===== src/rtl/strobe_pkg.sv =====
package strobe_pkg;

  typedef enum logic [1:0] {
    CYC_INTERNAL   = 2'b00,
    CYC_EXT_CODE   = 2'b01,
    CYC_DATA_XFER  = 2'b10,
    CYC_TABLE_READ = 2'b11
  } cycleKind_e;

  // strobes handed from control to the output stage
  typedef struct packed {
    logic aleOn;
    logic psenOn;
    logic aleWeak;
  } strobeSet_t;

  // what the current machine cycle is doing, frozen for 12 clocks
  typedef struct packed {
    cycleKind_e kind;
    logic       extExec;
    logic       aleGate;
  } cycleCtx_t;

endpackage


===== src/rtl/bus_strobe_ctrl.sv =====
module bus_strobe_ctrl
  import strobe_pkg::*;
#(
  parameter int PHASES     = 12,
  parameter int ALE_WIDTH  = 2,
  parameter int PSEN_START = 3,
  localparam int PW        = $clog2(PHASES)
) (
  input  logic          clk,
  input  logic          rstN,
  input  cycleKind_e    kindIn,
  input  logic          extIn,
  input  logic          gateIn,
  output strobeSet_t    nextStrobe,
  output cycleCtx_t     ctxNow,
  output logic [PW-1:0] phaseNow
);

  localparam int HALF = PHASES / 2;
  localparam logic [PW-1:0] LAST_P = PW'(PHASES - 1);
  localparam logic [PW-1:0] HALF_P = PW'(HALF);
  localparam logic [PW-1:0] ALEW_P = PW'(ALE_WIDTH);
  localparam logic [PW-1:0] PSEN_P = PW'(PSEN_START);

  logic [PW-1:0] phase, phaseNext, offset;
  cycleCtx_t     ctx, ctxNext;
  logic          wrap, secondHalf, isXfer, isTable;
  logic          aleAllowed, aleDrop, psenWanted;

  // decode is done on the upcoming phase so the output stage can register it
  always_comb begin
    wrap       = (phase == LAST_P);
    phaseNext  = wrap ? '0 : phase + 1'b1;
    ctxNext    = wrap ? '{kind: kindIn, extExec: extIn, aleGate: gateIn} : ctx;
    secondHalf = (phaseNext >= HALF_P);
    offset     = secondHalf ? phaseNext - HALF_P : phaseNext;
    isXfer     = (ctxNext.kind == CYC_DATA_XFER);
    isTable    = (ctxNext.kind == CYC_TABLE_READ);
    aleAllowed = !ctxNext.aleGate || ctxNext.extExec || isXfer || isTable;
    aleDrop    = isXfer && secondHalf;
    psenWanted = !isXfer && (ctxNext.kind == CYC_EXT_CODE || ctxNext.extExec);
    nextStrobe.aleOn   = (offset < ALEW_P) && aleAllowed && !aleDrop;
    nextStrobe.psenOn  = (offset >= PSEN_P) && psenWanted;
    nextStrobe.aleWeak = !aleAllowed;
  end

  always_ff @(posedge clk or negedge rstN) begin
    if (!rstN) begin
      phase <= LAST_P;
      ctx   <= '{kind: CYC_INTERNAL, extExec: 1'b0, aleGate: 1'b0};
    end else begin
      phase <= phaseNext;
      ctx   <= ctxNext;
    end
  end

  assign ctxNow   = ctx;
  assign phaseNow = phase;

  assert_phase_wrap_R2: assert property (@(posedge clk) disable iff (!rstN)
    (phase == LAST_P) |=> (phase == '0));

  assert_ctx_frozen_R9: assert property (@(posedge clk) disable iff (!rstN)
    (phase != LAST_P) |=> $stable(ctx));

endmodule


===== src/rtl/bus_strobe_out.sv =====
module bus_strobe_out
  import strobe_pkg::*;
(
  input  logic       clk,
  input  logic       rstN,
  input  strobeSet_t nextStrobe,
  output logic       ale,
  output logic       psenN,
  output logic       aleWeak
);

  always_ff @(posedge clk or negedge rstN) begin
    if (!rstN) begin
      ale     <= 1'b0;
      psenN   <= 1'b1;
      aleWeak <= 1'b0;
    end else begin
      ale     <= nextStrobe.aleOn;
      psenN   <= !nextStrobe.psenOn;
      aleWeak <= nextStrobe.aleWeak;
    end
  end

  assert_no_overlap_R8: assert property (@(posedge clk) disable iff (!rstN)
    ale |-> psenN);

  assert_weak_quiet_R6: assert property (@(posedge clk) disable iff (!rstN)
    aleWeak |-> !ale);

  assert_pulse_width_R2: assert property (@(posedge clk) disable iff (!rstN)
    $rose(ale) |=> ale);

endmodule


===== src/rtl/bus_strobe_gen.sv =====
module bus_strobe_gen
  import strobe_pkg::*;
#(
  parameter int PHASES     = 12,
  parameter int ALE_WIDTH  = 2,
  parameter int PSEN_START = 3
) (
  input  logic       clk,
  input  logic       rstN,
  input  logic [1:0] cycleKind,
  input  logic       extExec,
  input  logic       aleDisable,
  output logic       ale,
  output logic       psenN,
  output logic       aleWeakHigh
);

  localparam int PW = $clog2(PHASES);
  localparam logic [PW-1:0] HALF_P = PW'(PHASES / 2);

  strobeSet_t    nextStrobe;
  cycleCtx_t     ctxNow;
  logic [PW-1:0] phaseNow;

  bus_strobe_ctrl #(
    .PHASES(PHASES), .ALE_WIDTH(ALE_WIDTH), .PSEN_START(PSEN_START)
  ) ctrl (
    .clk(clk), .rstN(rstN),
    .kindIn(cycleKind_e'(cycleKind)), .extIn(extExec), .gateIn(aleDisable),
    .nextStrobe(nextStrobe), .ctxNow(ctxNow), .phaseNow(phaseNow)
  );

  bus_strobe_out outStage (
    .clk(clk), .rstN(rstN), .nextStrobe(nextStrobe),
    .ale(ale), .psenN(psenN), .aleWeak(aleWeakHigh)
  );

  assert_xfer_no_psen_R5: assert property (@(posedge clk) disable iff (!rstN)
    (ctxNow.kind == CYC_DATA_XFER) |-> psenN);

  assert_xfer_skip_R3: assert property (@(posedge clk) disable iff (!rstN)
    (ctxNow.kind == CYC_DATA_XFER && phaseNow == HALF_P) |-> !ale);

  assert_ext_ignores_gate_R7: assert property (@(posedge clk) disable iff (!rstN)
    (ctxNow.extExec && phaseNow == '0) |-> (ale && !aleWeakHigh));

endmodule


===== config.mk =====
export PLATFORM = sky130hd
export DESIGN_NAME = bus_strobe_gen
export DESIGN_NICKNAME = d
export VERILOG_FILES = /design/src/rtl/strobe_pkg.sv /design/src/rtl/bus_strobe_ctrl.sv /design/src/rtl/bus_strobe_out.sv /design/src/rtl/bus_strobe_gen.sv
export SDC_FILE = /design/constraint.sdc
export NUM_CORES = 1
export LEC_CHECK = 0
export BUFFER_PORTS_ARGS = -buffer_cell sky130_fd_sc_hd__buf_2
export CORE_MARGIN = 2
export CORE_UTILIZATION = 40
export CTS_CLUSTER_SIZE = 25
export DETAILED_ROUTE_END_ITERATION = 8
export GPL_TIMING_DRIVEN = 0
export HOLD_SLACK_MARGIN = 0.15
export PLACE_DENSITY = 0.64
export RECOVER_POWER = 50
export SETUP_SLACK_MARGIN = 0.02
export SLEW_MARGIN = 20
export SYNTH_ARGS = -nofsm -noshare
export SYNTH_HDL_FRONTEND = slang
export SYNTH_SLANG_ARGS = --single-unit

===== constraint.sdc =====
create_clock -name clk -period 1.8 [get_ports clk]
set_input_delay 0 -clock clk [delete_from_list [all_inputs] [get_ports clk]]
set_output_delay 0 -clock clk [all_outputs]
set_load 0.02 [all_outputs]

==> results.yml <==
run_status:
  status: "complete, no violations"
power:
  p_int_w: 0.000359
  seq_power_share_pct: 56.1
  p_leak_nw: 0.363
  clkPwrFrac_pct: 35.8
  power_density_nw_per_um2: 632
  power_frac_comb_pct: 8.1
  p_sw_share_pct: 21.2
  p_switching_w: 0.0000966
  peakVddDrop_mv: 0.476
cts:
  cts_sinks: 11
  insertion_delay_ns: 0.26
  cts_buffers: 3
  h-tree-depth: 1
  cts-root-buf: "clkbuf_4"
  clock_path_buffers: 2
  clkTransAtPathRegs_ns: 0.07
  tritoncts: "built"
place:
  io_buffers: 8
  hpwl_um: 598
  post-place-ws_ns: -0.0987
  place_congestion: 0.662
routing:
  drc: 0
  antenna_left: 0
  wl_per_cell_um: 11.1
  wl_um: 903
  detailroute.via_count: 390
  drtIter0Drc: 2
  dr.pass1.iters: 4
  viasPerCell: 4.81
final_layout:
  finalNetCount: 75
  mostFrequentLayoutCells: "dfrtp_1, dlygate4sd3_1, inv_1, clkbuf_1"
  multi_input_area_um2: 251
  syn_to_final_growth_pct: 34.9
  drive_gt1_share_pct: 33.3
  layout_commonest_cell: "dfrtp_1"
  fill_cells: 114
  seqCellArea_um2: 280
  antennaDiodeCount: 0
yosys:
  netlist_area_um2: 534
  syn_nets: 52
  synth_seq_cells: 11
  seq_area_frac_synth_pct: 52.5
  synth.distinct_cells: 24
  synthCells: 44
  yosys_warnings: 0
  syn_avg_cell_area_um2: 12.1
grt:
  grt_pass1_vias: 380
  grt-ovfl-total: 0
  antenna_found_initial: 0
  grt_max_degree: 8
  grtUsageTotal_pct: 14.7
  grt_first_pass_wirelength_mm: 1.46
die:
  die_x_um: 40.5
  die_area_um2: 1640
  start_util_pct: 42.1
  num_rows: 13
  fp.coreArea_um2: 1270
  ioPinCount: 9
  die_h_um: 40.5
sta:
  slew_headroom_pct: 69.8
  setup_ws_ns: 0.0455
  max_freq_mhz: 570
  finalSetupViolCount: 0
  hold_viol: 0
  fin_tns_setup_ns: 0
  finClkSkew_ns: 0.000600
  period_needed_ns: 1.75
  fin_crit_sh_pct: 97.5
  rsz0062_at_grt: "true"
  worst_pin_slew_ns: 0.453
  slew_violations: 0
worst_setup_path:
  crit_chain: "ha_4, nand3b_4, mux2_4, a211o_1, a211oi_2"
  slowest_delay_ns: 0.58
  cp_max_fo: 7
  slowest_stage: "dfstp_2"
  ff2ff_setup_slack_ns: 0.05
  cp.buffers_inverters: 0
  critical_path_cell_count: 5
  worstPathRequired_ns: 1.98
  critPathCaptureType: "flop"
  reg2reg_depth: 5
  cp_data_arrival_time_ns: 1.93
  worstSetupPathType: "reg -> reg"
  cpLargestDelayFamily: "flip-flops"
  start_kind: "flop"
min_path:
  hold_class: "in -> async"
job:
  cap_violations: 0
-- per-stage QoR --
step / utilization (%) / power [W] / cells / cell area, um^2 / hold WS (ns)
2_1_floorplan: - / 0.000272 / 44 / 534 / -0.296
3_3_place_gp: 46.7 / 0.000285 / 67 / 593 / -0.119
3_5_place_dp: 46.7 / 0.000285 / 67 / 593 / -0.120
4_1_cts: 55.1 / 0.000460 / 78 / 699 / 0.253
5_1_grt: 56.8 / 0.000481 / 81 / 721 / 0.410
6_report: 56.8 / 0.000456 / 81 / 721 / 0.344
-- final cells by class --
type	instances	share of cell area (%)
flip-flops and latches	11	38.9
multi-input cells	28	34.9
repair buffers	18	17.4
clock buffers	4	3.65
inverters	5	2.60
well taps	15	2.60
-- synth_stat cells --
| library cell | count | area share (%) |
|---|---|---|
| and2b_1 | 1 | 1.4 |
| mux2i_1 | 3 | 5.6 |
| nor2b_1 | 1 | 1.2 |
| dfstp_2 | 4 | 20 |
| dfrtp_1 | 7 | 33 |
| inv_1 | 5 | 3.5 |
| a211o_1 | 1 | 1.6 |
| or2b_1 | 1 | 1.4 |
| or3b_2 | 1 | 1.6 |
| a211oi_2 | 1 | 2.3 |
| nand4b_1 | 1 | 1.6 |
| ha_1 | 2 | 4.7 |
| a21oi_1 | 3 | 2.8 |
| nand3b_1 | 1 | 1.4 |
| o2bb2ai_1 | 1 | 1.6 |
| o21ai_0 | 1 | 0.94 |
| and2_1 | 1 | 1.2 |
| nor2_1 | 2 | 1.4 |
| a211oi_1 | 1 | 1.4 |
| mux2_4 | 1 | 2.8 |
| nand2_1 | 2 | 1.4 |
| mux2_2 | 1 | 2.1 |
| o221ai_1 | 1 | 1.6 |
| nand3b_4 | 1 | 3.7 |
-- final timing paths --
path                                                  from                          to
worst max-delay path            ctrl.phaseNow[1]$_DFF_PN1_      outStage.ale$_DFF_PN0_
worst min-delay path                                  rstN  ctrl.phaseNow[3]$_DFF_PN1_
worst max register to register  ctrl.phaseNow[1]$_DFF_PN1_      outStage.ale$_DFF_PN0_
worst min register to register    ctrl.ctxNow[0]$_DFF_PN0_    ctrl.ctxNow[0]$_DFF_PN0_
max in group asynchronous                             rstN    ctrl.ctxNow[2]$_DFF_PN0_
min in group clk                  ctrl.ctxNow[0]$_DFF_PN0_    ctrl.ctxNow[0]$_DFF_PN0_
-- power by group through the flow --
stage	logic (W)	registers (W)	clock network, W
CTS	0.0000356	0.000256	0.000169
floorplan	0.00000956	0.000262	0
detailed placement	0.0000255	0.000260	0
finish	0.0000367	0.000256	0.000163
global route	0.0000408	0.000256	0.000185
global placement	0.0000252	0.000260	0
-- registers in the layout, summed over array words and instances (netlist names) --
register          flops
ctrl.ctxNow           4
ctrl.phaseNow         4
outStage.ale          1
outStage.aleWeak      1
outStage.psenN        1
-- kinds of logic after synthesis --
| group | share of synthesized area, % |
|---|---|
| multiplexers | 10.5 |
| AND/OR/NAND/NOR | 16.4 |
| adder cells (fa/ha/maj) | 4.68 |
| buffers and inverters | 3.51 |
| flip-flops | 52.5 |
| AO/OA/AOI/OAI | 12.4 |
-- metal layers --
layer | wire (um) | part of all wire (%) | global-route usage (%) | vias to the layer above
met5 | 0 | 0 | 0 | -
met4 | 17 | 1.9 | 10.0 | 0
met3 | 27 | 3.0 | 5.00 | 3
met2 | 410 | 45 | 21.4 | 8
met1 | 447 | 50 | 18.2 | 182
li1 | - | - | - | 197
-- worst register-to-register path, cell delays in order, from the launching register on --
cell and delay [ns]:
dfstp_2 0.58, ha_4 0.18, nand3b_4 0.13, mux2_4 0.33
a211o_1 0.27, a211oi_2 0.18
-- what timing repair did --
| action | CTS | global route |
|---|---|---|
| pin swaps | 0 | 1 |
| gates resized for setup | 2 | 1 |
| setup endpoints to repair | 2 | 1 |
| hold buffers | 6 | 0 |
| hold endpoints to repair | 17 | 0 |
| buffers inserted | 1 | 3 |
No activity file was read; power rests on OpenSTA's default activity.
